$ cat src/rtl/vbd_pkg.sv
`timescale 1ns/1ps
package vbd_pkg;
    localparam int ADDR_W = 16;
    localparam int CTRL_MODE_BIT = 7;

    localparam logic [2:0] OFS_SRC_HI = 3'd0;
    localparam logic [2:0] OFS_SRC_LO = 3'd1;
    localparam logic [2:0] OFS_DST_HI = 3'd2;
    localparam logic [2:0] OFS_DST_LO = 3'd3;
    localparam logic [2:0] OFS_CTRL   = 3'd4;

    typedef enum logic [1:0] {
        ST_IDLE  = 2'd0,
        ST_HOLD  = 2'd1,
        ST_COPY  = 2'd2,
        ST_FLUSH = 2'd3
    } vbd_state_e;

    typedef enum logic {
        MODE_GENERAL = 1'b0,
        MODE_PACED   = 1'b1
    } vbd_mode_e;
endpackage

$ cat src/rtl/vbd_regs.sv
`timescale 1ns/1ps
module vbd_regs
    import vbd_pkg::*;
#(
    parameter int BLK_LOG = 4,
    parameter int WIN_LOG = 13
) (
    input  logic              clk,
    input  logic              rst_n,
    input  logic [2:0]        reg_sel,
    input  logic              reg_wr,
    input  logic [7:0]        reg_wdata,
    output logic [ADDR_W-1:0] src_prog,
    output logic [WIN_LOG-1:0] dst_prog,
    output logic              ctrl_wr,
    output logic [7:0]        ctrl_val
);
    localparam int DHI_W = WIN_LOG - 8;

    always_ff @(posedge clk) begin
        if (!rst_n) begin
            src_prog <= '0;
            dst_prog <= '0;
        end else if (reg_wr) begin
            unique case (reg_sel)
                OFS_SRC_HI: src_prog[ADDR_W-1:8] <= reg_wdata;
                OFS_SRC_LO: src_prog[7:0] <= {reg_wdata[7:BLK_LOG], {BLK_LOG{1'b0}}};
                OFS_DST_HI: dst_prog[WIN_LOG-1:8] <= reg_wdata[DHI_W-1:0];
                OFS_DST_LO: dst_prog[7:0] <= {reg_wdata[7:BLK_LOG], {BLK_LOG{1'b0}}};
                default: ;
            endcase
        end
    end

    assign ctrl_wr  = reg_wr && (reg_sel == OFS_CTRL);
    assign ctrl_val = reg_wdata;

    // aligned low nibbles on the programmed pointers
    p_src_aligned_r2: assert property (@(posedge clk) disable iff (!rst_n)
        $past(reg_wr) && $past(reg_sel) == OFS_SRC_LO |-> src_prog[BLK_LOG-1:0] == '0);
endmodule

$ cat src/rtl/vbd_edge.sv
`timescale 1ns/1ps
module vbd_edge (
    input  logic clk,
    input  logic rst_n,
    input  logic level_in,
    output logic rise
);
    logic level_q;

    always_ff @(posedge clk) begin
        if (!rst_n) level_q <= 1'b0;
        else        level_q <= level_in;
    end

    assign rise = level_in && !level_q;
endmodule

$ cat src/rtl/vbd_engine.sv
`timescale 1ns/1ps
module vbd_engine
    import vbd_pkg::*;
#(
    parameter int BLK_LOG = 4,
    parameter int WIN_LOG = 13,
    parameter logic [ADDR_W-WIN_LOG-1:0] WIN_TAG = 3'b100,
    parameter int LEN_W = 7
) (
    input  logic               clk,
    input  logic               rst_n,
    input  logic               ctrl_wr,
    input  logic [7:0]         ctrl_val,
    input  logic [ADDR_W-1:0]  src_prog,
    input  logic [WIN_LOG-1:0] dst_prog,
    input  logic               blank_rise,
    input  logic [7:0]         mem_rdata,
    output logic               mem_rd_en,
    output logic [ADDR_W-1:0]  mem_rd_addr,
    output logic               mem_wr_en,
    output logic [ADDR_W-1:0]  mem_wr_addr,
    output logic [7:0]         mem_wr_data,
    output logic               active,
    output logic [LEN_W:0]     blocks_left
);
    localparam logic [BLK_LOG-1:0] BLK_MAX = '1;

    vbd_state_e state_q, state_d;
    vbd_mode_e  mode_q;
    logic [ADDR_W-1:0]  src_q;
    logic [WIN_LOG-1:0] dst_q;
    logic [BLK_LOG-1:0] rd_idx_q, wr_idx_q;
    logic [LEN_W:0]     rb_left_q, blocks_q, start_len;
    logic               wr_v_q, active_q, cancel, start;

    assign cancel    = ctrl_wr && !ctrl_val[CTRL_MODE_BIT] && active_q && (mode_q == MODE_PACED);
    assign start     = ctrl_wr && !cancel;
    assign start_len = {1'b0, ctrl_val[LEN_W-1:0]} + 1'b1;

    always_comb begin
        state_d = state_q;
        unique case (state_q)
            ST_IDLE:  ;
            ST_HOLD:  if (blank_rise) state_d = ST_COPY;
            ST_COPY:  if (rd_idx_q == BLK_MAX) begin
                          if (rb_left_q == 1)           state_d = ST_FLUSH;
                          else if (mode_q == MODE_PACED) state_d = ST_HOLD;
                      end
            ST_FLUSH: state_d = ST_IDLE;
            default:  state_d = ST_IDLE;
        endcase
        if (cancel)     state_d = ST_IDLE;
        else if (start) state_d = ctrl_val[CTRL_MODE_BIT] ? ST_HOLD : ST_COPY;
    end

    always_ff @(posedge clk) begin
        if (!rst_n) state_q <= ST_IDLE;
        else        state_q <= state_d;
    end

    always_ff @(posedge clk) begin
        if (!rst_n) begin
            mode_q    <= MODE_GENERAL;
            src_q     <= '0;
            dst_q     <= '0;
            rd_idx_q  <= '0;
            wr_idx_q  <= '0;
            rb_left_q <= '0;
            blocks_q  <= '0;
            wr_v_q    <= 1'b0;
            active_q  <= 1'b0;
        end else if (cancel) begin
            rb_left_q <= '0;
            blocks_q  <= '0;
            wr_v_q    <= 1'b0;
            active_q  <= 1'b0;
        end else if (start) begin
            mode_q    <= vbd_mode_e'(ctrl_val[CTRL_MODE_BIT]);
            src_q     <= src_prog;
            dst_q     <= dst_prog;
            rd_idx_q  <= '0;
            wr_idx_q  <= '0;
            rb_left_q <= start_len;
            blocks_q  <= start_len;
            wr_v_q    <= 1'b0;
            active_q  <= 1'b1;
        end else begin
            wr_v_q <= (state_q == ST_COPY);
            if (state_q == ST_COPY) begin
                src_q    <= src_q + 1'b1;
                rd_idx_q <= rd_idx_q + 1'b1;
                if (rd_idx_q == BLK_MAX) rb_left_q <= rb_left_q - 1'b1;
            end
            if (wr_v_q) begin
                dst_q    <= dst_q + 1'b1;
                wr_idx_q <= wr_idx_q + 1'b1;
                if (wr_idx_q == BLK_MAX) begin
                    blocks_q <= blocks_q - 1'b1;
                    if (blocks_q == 1) active_q <= 1'b0;
                end
            end
        end
    end

    always_comb begin
        mem_rd_en   = (state_q == ST_COPY);
        mem_rd_addr = src_q;
        mem_wr_en   = wr_v_q;
        mem_wr_addr = {WIN_TAG, dst_q};
        mem_wr_data = mem_rdata;
        active      = active_q;
        blocks_left = blocks_q;
    end

    // a write only follows a read issued one cycle earlier
    p_wr_after_rd_r6: assert property (@(posedge clk) disable iff (!rst_n)
        mem_wr_en |-> $past(mem_rd_en));
    // every write lands inside the window
    p_dst_window_r5: assert property (@(posedge clk) disable iff (!rst_n)
        mem_wr_en |-> mem_wr_addr[ADDR_W-1:WIN_LOG] == WIN_TAG);
    // back-to-back writes step by one, wrapping inside the window
    p_dst_step_r7: assert property (@(posedge clk) disable iff (!rst_n)
        mem_wr_en && $past(mem_wr_en) |->
            mem_wr_addr[WIN_LOG-1:0] == WIN_LOG'($past(mem_wr_addr[WIN_LOG-1:0]) + 1'b1));
    // no reads are issued by an inactive engine
    p_idle_quiet_r9: assert property (@(posedge clk) disable iff (!rst_n)
        !active |-> !mem_rd_en);
endmodule

$ cat src/rtl/vram_block_dma.sv
`timescale 1ns/1ps
module vram_block_dma
    import vbd_pkg::*;
#(
    parameter int BLK_LOG = 4,
    parameter int WIN_LOG = 13,
    parameter logic [ADDR_W-WIN_LOG-1:0] WIN_TAG = 3'b100,
    parameter int LEN_W = 7
) (
    input  logic        clk,
    input  logic        rst_n,
    input  logic [2:0]  reg_sel,
    input  logic        reg_wr,
    input  logic [7:0]  reg_wdata,
    output logic [7:0]  reg_rdata,
    input  logic        hblank,
    input  logic        spr_busy,
    output logic        mem_rd_en,
    output logic [15:0] mem_rd_addr,
    input  logic [7:0]  mem_rdata,
    output logic        mem_wr_en,
    output logic [15:0] mem_wr_addr,
    output logic [7:0]  mem_wr_data,
    output logic        busy
);
    logic [ADDR_W-1:0]  src_prog;
    logic [WIN_LOG-1:0] dst_prog;
    logic               ctrl_wr, blank_rise, active;
    logic [7:0]         ctrl_val;
    logic [LEN_W:0]     blocks_left;
    logic [LEN_W-1:0]   blk_m1;

    vbd_regs #(.BLK_LOG(BLK_LOG), .WIN_LOG(WIN_LOG)) u_regs (
        .clk(clk), .rst_n(rst_n), .reg_sel(reg_sel), .reg_wr(reg_wr),
        .reg_wdata(reg_wdata), .src_prog(src_prog), .dst_prog(dst_prog),
        .ctrl_wr(ctrl_wr), .ctrl_val(ctrl_val)
    );

    vbd_edge u_edge (
        .clk(clk), .rst_n(rst_n), .level_in(hblank), .rise(blank_rise)
    );

    vbd_engine #(.BLK_LOG(BLK_LOG), .WIN_LOG(WIN_LOG), .WIN_TAG(WIN_TAG), .LEN_W(LEN_W)) u_engine (
        .clk(clk), .rst_n(rst_n), .ctrl_wr(ctrl_wr), .ctrl_val(ctrl_val),
        .src_prog(src_prog), .dst_prog(dst_prog), .blank_rise(blank_rise),
        .mem_rdata(mem_rdata), .mem_rd_en(mem_rd_en), .mem_rd_addr(mem_rd_addr),
        .mem_wr_en(mem_wr_en), .mem_wr_addr(mem_wr_addr), .mem_wr_data(mem_wr_data),
        .active(active), .blocks_left(blocks_left)
    );

    assign blk_m1 = LEN_W'(blocks_left - 1'b1);

    always_comb begin
        reg_rdata = 8'hFF;
        if (reg_sel == OFS_CTRL) reg_rdata = {~active, blk_m1};
    end

    assign busy = active || spr_busy;

    // an idle block always reports inactive in the control readback
    p_idle_readback_r10: assert property (@(posedge clk) disable iff (!rst_n)
        !busy && reg_sel == OFS_CTRL |-> reg_rdata[7]);
endmodule

$ cat config.mk
export PLATFORM = sky130hd
export DESIGN_NAME = vram_block_dma
export DESIGN_NICKNAME = d
export VERILOG_FILES = /design/src/rtl/vbd_pkg.sv /design/src/rtl/vbd_regs.sv /design/src/rtl/vbd_edge.sv /design/src/rtl/vbd_engine.sv /design/src/rtl/vram_block_dma.sv
export SDC_FILE = /design/constraint.sdc
export NUM_CORES = 1
export LEC_CHECK = 0
export BUFFER_PORTS_ARGS = -buffer_cell sky130_fd_sc_hd__clkbuf_2
export CAP_MARGIN = 20
export CORE_MARGIN = 4
export CORE_UTILIZATION = 45
export CTS_BUF_LIST = sky130_fd_sc_hd__clkbuf_8
export CTS_CLUSTER_DIAMETER = 150
export DETAILED_ROUTE_END_ITERATION = 8
export GPL_ROUTABILITY_DRIVEN = 0
export PLACE_DENSITY = 0.67
export SLEW_MARGIN = 25
export SYNTH_ARGS = -nofsm -noshare
export SYNTH_HDL_FRONTEND = slang
export SYNTH_SLANG_ARGS = --single-unit
export TNS_END_PERCENT = 1
$ cat constraint.sdc
create_clock -name clk -period 2.3 [get_ports clk]
set_clock_uncertainty 0.2 [all_clocks]
set_input_delay 0.46 -clock clk [delete_from_list [all_inputs] [get_ports clk]]
set_output_delay 0.46 -clock clk [all_outputs]
set_load 0.01 [all_outputs]
==> results of run 1 <==
[sequential cells by signal, indices dropped and copies added (netlist names), 4 cells and up]
| register | count |
|---|---|
| u_engine.blocks_left | 8 |
| u_engine.wr_idx_q | 4 |
| u_engine.rd_idx_q | 4 |
| u_engine.rb_left_q | 8 |
| u_regs.src_prog | 12 |
| u_engine.dst_q | 13 |
| u_engine.mem_rd_addr | 16 |
| u_regs.dst_prog | 9 |
[how the worst max path moves through the flow]
| stage | start | endpoint | cells past startpoint |
|---|---|---|---|
| final | u_engine.blocks_left[0] | reg_rdata[5] | 5 |
| after global routing | u_engine.blocks_left[0] | reg_rdata[5] | 5 |
| after CTS | u_engine.blocks_left[0] | reg_rdata[5] | 5 |
| after detailed placement | reg_sel[0] | u_engine.state_q[1] | 7 |
| after global placement | u_engine.rb_left_q[2] | u_engine.state_q[1] | 5 |
| after floorplan | u_engine.state_q[0] | u_engine.rb_left_q[4] | 8 |
[power by group through the flow]
stage | registers, mW | logic (mW) | clock network [mW]
after global placement | 1.56 | 0.605 | 0
after floorplan | 1.55 | 0.396 | 0
after detailed placement | 1.56 | 0.616 | 0
final | 1.53 | 0.625 | 0.976
after global routing | 1.55 | 0.690 | 1.06
after CTS | 1.53 | 0.619 | 0.998
[critical path: cells and delay by family (launching register included)]
family	cells	cell delay, ps
flip-flops	1	320
buffers and inverters	1	150
AND/OR/NAND/NOR	3	670
XOR/XNOR	1	130
[logic make-up after synthesis]
| kind of cell | after synthesis | synth area share (%) |
|---|---|---|
| flops | 80 | 38.4 |
| other cells | 2 | 0.180 |
| xor+xnor | 39 | 8.20 |
| fa+ha+maj | 12 | 3.60 |
| compound gates | 103 | 16.1 |
| buf+inv | 46 | 5.20 |
| mux | 15 | 3.60 |
| simple gates | 200 | 24.7 |
[stage by stage]
step | worst slack, ps | hold WS (ps) | cells | power, mW
detailed placement | 192 | 269 | 646 | 2.18
finish | 18.4 | 129 | 662 | 3.14
floorplan | 176 | 240 | 498 | 1.95
global route | -62.1 | 125 | 662 | 3.30
global placement | 207 | 264 | 646 | 2.17
CTS | -10.0 | 120 | 662 | 3.15
[cell type report]
| type | count | area (sq um) |
|---|---|---|
| fillers | 853 | 4080 |
| multi-input cells | 372 | 2390 |
| flip-flops and latches | 80 | 1600 |
| repair buffers | 74 | 418 |
| well taps | 108 | 135 |
| clock buffers | 9 | 124 |
| clock inverters | 7 | 56.3 |
| inverters | 12 | 45.0 |
[routing by layer]
| layer | global-route usage, % | up-vias | part of all wire (%) |
|---|---|---|---|
| met5 | 0 | - | 0 |
| met4 | 6.55 | 0 | 1.4 |
| met3 | 3.97 | 15 | 4.8 |
| met2 | 29.7 | 77 | 46 |
| met1 | 24.2 | 1705 | 48 |
| li1 | - | 1829 | - |
[cell usage after synthesis, types with 2 or more instances]
cell type,count,area share (%)
sky130_fd_sc_hd__clkbuf_1,19,1.7
sky130_fd_sc_hd__dfxtp_1,80,38
sky130_fd_sc_hd__inv_1,12,1.1
sky130_fd_sc_hd__nand3_1,26,3.1
sky130_fd_sc_hd__nand4_1,12,1.8
sky130_fd_sc_hd__o211ai_1,3,0.54
sky130_fd_sc_hd__and3_1,6,0.90
sky130_fd_sc_hd__nor2b_1,21,3.2
sky130_fd_sc_hd__a21boi_0,11,2.0
sky130_fd_sc_hd__or3_1,5,0.75
sky130_fd_sc_hd__and3b_1,2,0.42
sky130_fd_sc_hd__nand2_1,71,6.4
sky130_fd_sc_hd__a22oi_1,4,0.72
sky130_fd_sc_hd__xnor2_1,17,3.6
sky130_fd_sc_hd__a22o_1,8,1.7
sky130_fd_sc_hd__buf_2,2,0.24
sky130_fd_sc_hd__mux2i_1,15,3.6
sky130_fd_sc_hd__o21ai_0,27,3.2
sky130_fd_sc_hd__nor4_1,3,0.45
sky130_fd_sc_hd__xor2_1,22,4.6
sky130_fd_sc_hd__and2_1,6,0.90
sky130_fd_sc_hd__and4_1,6,1.3
sky130_fd_sc_hd__o211a_1,4,0.96
sky130_fd_sc_hd__buf_1,2,0.18
sky130_fd_sc_hd__a21oi_1,31,3.7
sky130_fd_sc_hd__ha_1,12,3.6
sky130_fd_sc_hd__buf_4,11,2.0
sky130_fd_sc_hd__nor3_1,6,0.72
sky130_fd_sc_hd__conb_1,2,0.18
sky130_fd_sc_hd__nor3b_1,2,0.36
sky130_fd_sc_hd__nor2_1,26,2.3
[timing repair]
| item | in CTS | in global routing |
|---|---|---|
| setup buffers | 0 | 0 |
| pin swaps | 0 | 3 |
| gates resized for setup | 2 | 8 |
| cloned | 0 | 0 |
| setup endpoints to repair | 2 | 2 |
==> results.toml, run 1 <==
[synth]
synth-main-ff-cell = "sky130_fd_sc_hd__dfxtp_1"
syn-mean-instance-area_sq_um = 8.38
count_of_flip_flops_with_a_built_in_enable_after_synthesis = 0
yosysUniqueCellTypes = 54
share_of_flip_flops_with_an_asynchronous_set_or_reset_after_synthesis_pct = 0
mapped_area_sq_um = 4170
postSynthCellCount = 497
yosys_register_bits = 80
yosysWarningCount = 0
synth.yosys.seq_area_share_pct = 38.4

[critical_path]
max_stage_delay_ps = 420
path_cells = "or3_4 -> nor3_4 -> xnor2_1 -> nand2_1 -> buf_2"
timing.critical_path.slowest_stage_cell = "sky130_fd_sc_hd__or3_4"
ff2ff_setup_slack_ps = 180
critical_path_required_ps = 1640
r2r-start = "u_engine.rb_left_q[2]"
worstRegToRegCells = 5
worstSetupPathType = "register to primary output"
timing.critical_path.to_type = "primary output"
worstSetupStartpointType = "register"
critical_path_peak_fanout = 3
reg2reg_to = "u_engine.state_q[1]"
timing.critical_path.arrival_ps = 1620

[placement]
post_dp_cell_area_sq_um = 4550
io_buffer_count = 55
dp_hpwl_um = 7510

[timing]
timing_max_transition_violations_final = 0
max_freq_mhz = 438
final_number_of_hold_violating_endpoints = 0
grt_setup_unrepaired = "yes"
post-route-period-util_pct = 99.2
timing.max_slew.rel_slack_pct = 64.7
final.setup.tns_ps = 0
least_margin_pin_slew_ps = 529
setup_violations = 0
period_needed_ps = 2280

[routing]
totalWireLength_um = 10100
drt_first_iter_violations = 155
via_count = 3626
drc = 0
detail-route-antenna-nets = 0
number_of_iterations_in_the_first_detailed_routing_pass = 5
detail_route.vias_per_cell = 5.48
avgRoutedWirePerCell_um = 15.3

[clock_network]
cts_num_sinks = 80
clk-insertion-delay-late_ps = 350
h-tree-depth = 3
cts_max_path_buffers = 2
cts_inserted_buffers = 9
cts_tree = "yes"
clk_transition_reported_paths_ps = 80
clk_root_buffer_cell = "sky130_fd_sc_hd__clkbuf_8"
hold_buffers = 0

[die]
floorplan.rows = 34
pin_count = 75
die_h_um = 104
core-area_sq_um = 8850
fp.dieArea_sq_um = 10900
start_util_pct = 47.1
die_width_um = 104

[power_and_ir_drop]
power_frac_comb_pct = 19.9
power.density_nw_per_um2 = 657
power.share.sequential_pct = 48.9
power.leakage_nw = 1.88
p_int_mw = 2.20
total_switching_power_uw = 938
p_sw_share_pct = 29.9
p_clk_share_pct = 31.1
irDropWorstVdd_mv = 0.347

[cells_and_area]
final_common_cell = "sky130_fd_sc_hd__dfxtp_1"
area.growth.synth_to_final_pct = 14.5
insertedDiodeCount = 0
finish.instance_area_sq_um = 4770
most-common-layout-cells = "sky130_fd_sc_hd__dfxtp_1, sky130_fd_sc_hd__nand2_1, sky130_fd_sc_hd__clkbuf_2"
drive_gt1_share_pct = 18.4
num-nets-final = 585
final_core_util_pct = 53.9

[worst_hold_path]
timing.hold.worst.class = "input pin to register"
cell_depth_of_the_worst_hold_path = 2
hold_critical_path_endpoint = "u_edge.level_q"
min_from = "hblank"

[grt]
globalRouteOverflowTotal = 0
first_global_vias = 3473
grt_max_degree = 27
grt_antenna_before_repair = 0
grt_pass1_wl_um = 16500
grt.total_usage_pct = 18.4

[run_status]
run_status = "complete, no violations"

[job]
number_of_maximum_capacitance_violations = 0
Note: power is estimated with default switching activity, not from simulation.
==> inputs of run 2 (changes only) <==
Settings changed: CORE_MARGIN 4 to not set, GPL_ROUTABILITY_DRIVEN 0 to not set.
==> run 2 against run 1 <==
The run now ends with design-rule violations left. Global-route usage up 2.9 points. Register-to-register slack lost 20 ps. Combinational power hardly changed. Die area fell by 11%. Sequential power about the same. Via count increased by 0.74%. Setup slack improved by 36 ps. Design area is 0.18% higher. Count of clock-buffer cells in the layout grew 2. Cell count decreased by 0.15%. Worst hold slack gained 1.9 ps. Critical endpoint unchanged. Largest cell class unchanged.
==> results.toml, run 2 (synthesized netlist as in run 1, its figures left out) <==
[timing]
post-route-period-util_pct = 97.6
period_needed_ps = 2250
final_number_of_hold_violating_endpoints = 0
final.setup.tns_ps = 0
setup_ws_ps = 54.6
setup_violations = 0
worst_hold_slack_ps = 131
grt_setup_unrepaired = "yes"
timing_max_transition_violations_final = 0
max_freq_mhz = 445

[routing]
detail-route-antenna-nets = 0
via_count = 3653
drt_first_iter_violations = 154
number_of_iterations_in_the_first_detailed_routing_pass = 9
totalWireLength_um = 10100
detail_route.vias_per_cell = 5.53
avgRoutedWirePerCell_um = 15.3
drc = 5

[clock_network]
cts_max_path_buffers = 2
cts_num_sinks = 80
cts_setup_buffers = 0
clk_root_buffer_cell = "sky130_fd_sc_hd__clkbuf_8"
h-tree-depth = 3
clk-insertion-delay-late_ps = 350
cts_inserted_buffers = 9
cts_tree = "yes"
clk_transition_reported_paths_ps = 80

[cells_and_area]
filler_cell_count = 859
final_common_cell = "sky130_fd_sc_hd__dfxtp_1"
flip_flop_count_of_the_largest_register_after_layout = 16
area_of_the_multi_input_gates_sq_um = 2380
area.growth.synth_to_final_pct = 14.7
drive_gt1_share_pct = 18.3
regArea_sq_um = 1600
final_cell_count_without_fillers = 661
final_core_util_pct = 54.0
finish.instance_area_sq_um = 4780
num-nets-final = 584
most-common-layout-cells = "sky130_fd_sc_hd__dfxtp_1, sky130_fd_sc_hd__nand2_1, sky130_fd_sc_hd__clkbuf_2"
insertedDiodeCount = 0

[worst_hold_path]
timing.hold.worst.class = "input pin to register"

[die]
core-area_sq_um = 8850
pin_count = 75
floorplan.rows = 34
die_width_um = 98.2
start_util_pct = 47.1
fp.dieArea_sq_um = 9650
die_h_um = 98.2

[grt]
grt_pass1_wl_um = 16500
first_global_vias = 3447
grt_max_degree = 38
grt.total_usage_pct = 21.3
grt_antenna_before_repair = 0
globalRouteOverflowTotal = 0

[critical_path]
worstSetupStartpointType = "register"
timing.critical_path.to_type = "primary output"
critical_path_peak_fanout = 4
critical_path_required_ps = 1640
timing.critical_path.arrival_ps = 1590
worstSetupPathType = "register to primary output"

[placement]
post_dp_cell_area_sq_um = 4570
place_congestion = 0.827
io_buffer_count = 55
dp_hpwl_um = 7420
place_ws_ps = 159
placed_cells = 645

[power_and_ir_drop]
total_power_of_the_final_layout_mw = 3.11
irDropWorstVdd_mv = 0.339
power.leakage_nw = 1.87
power.density_nw_per_um2 = 651

[job]
number_of_maximum_capacitance_violations = 0

[run_status]
run_status = "finished with violations"
failing_checks = "design-rule violations"
==> run 2: repair_timing <==
| action | 4_1_cts | 5_1_grt |
|---|---|---|
| hold buffers | 0 | 0 |
| endpoints found under the setup margin | 2 | 2 |
| pin swaps | 0 | 1 |
| resized for setup | 3 | 2 |
==> run 2: final timing paths <==
| kind | depth (start not counted) | slack [ps] | endpoint | from |
|---|---|---|---|---|
| worst min register to register | 2 | 270 | u_regs.src_prog[12] | u_regs.src_prog[12] |
| worst min-delay path | 2 | 130 | u_edge.level_q | hblank |
| worst max-delay path | 5 | 50 | reg_rdata[5] | u_engine.blocks_left[1] |
| worst max register to register | 5 | 160 | u_engine.state_q[1] | u_engine.rb_left_q[2] |
==> run 2: layer usage <==
| layer | track usage, % | wire length (um) |
|---|---|---|
| met5 | 0 | 0 |
| met4 | 8.96 | 244 |
| met3 | 4.01 | 421 |
| met2 | 34.6 | 4720 |
| met1 | 27.8 | 4720 |
==> run 2: final cells by class <==
class,instances,area share [%]
Inverter,12,0.942
Sequential cell,80,33.5
Timing Repair Buffer,73,9.11
Tap cell,108,2.83
Multi-Input combinational cell,372,49.8
Clock inverter,5,0.654
Clock buffer,11,3.17
==> run 2: where the power goes <==
group | switching (mW) | internal [mW]
registers | 0.0766 | 1.45
logic | 0.371 | 0.254
clock network | 0.511 | 0.447
total | 0.959 | 2.15
==> run 2: critical path, cell delays in order (launching register included) <==
cell,delay (ps)
sky130_fd_sc_hd__dfxtp_1,340
sky130_fd_sc_hd__or3_4,400
sky130_fd_sc_hd__nor3_2,170
sky130_fd_sc_hd__xnor2_1,140
sky130_fd_sc_hd__nand2_1,60
sky130_fd_sc_hd__clkbuf_2,140
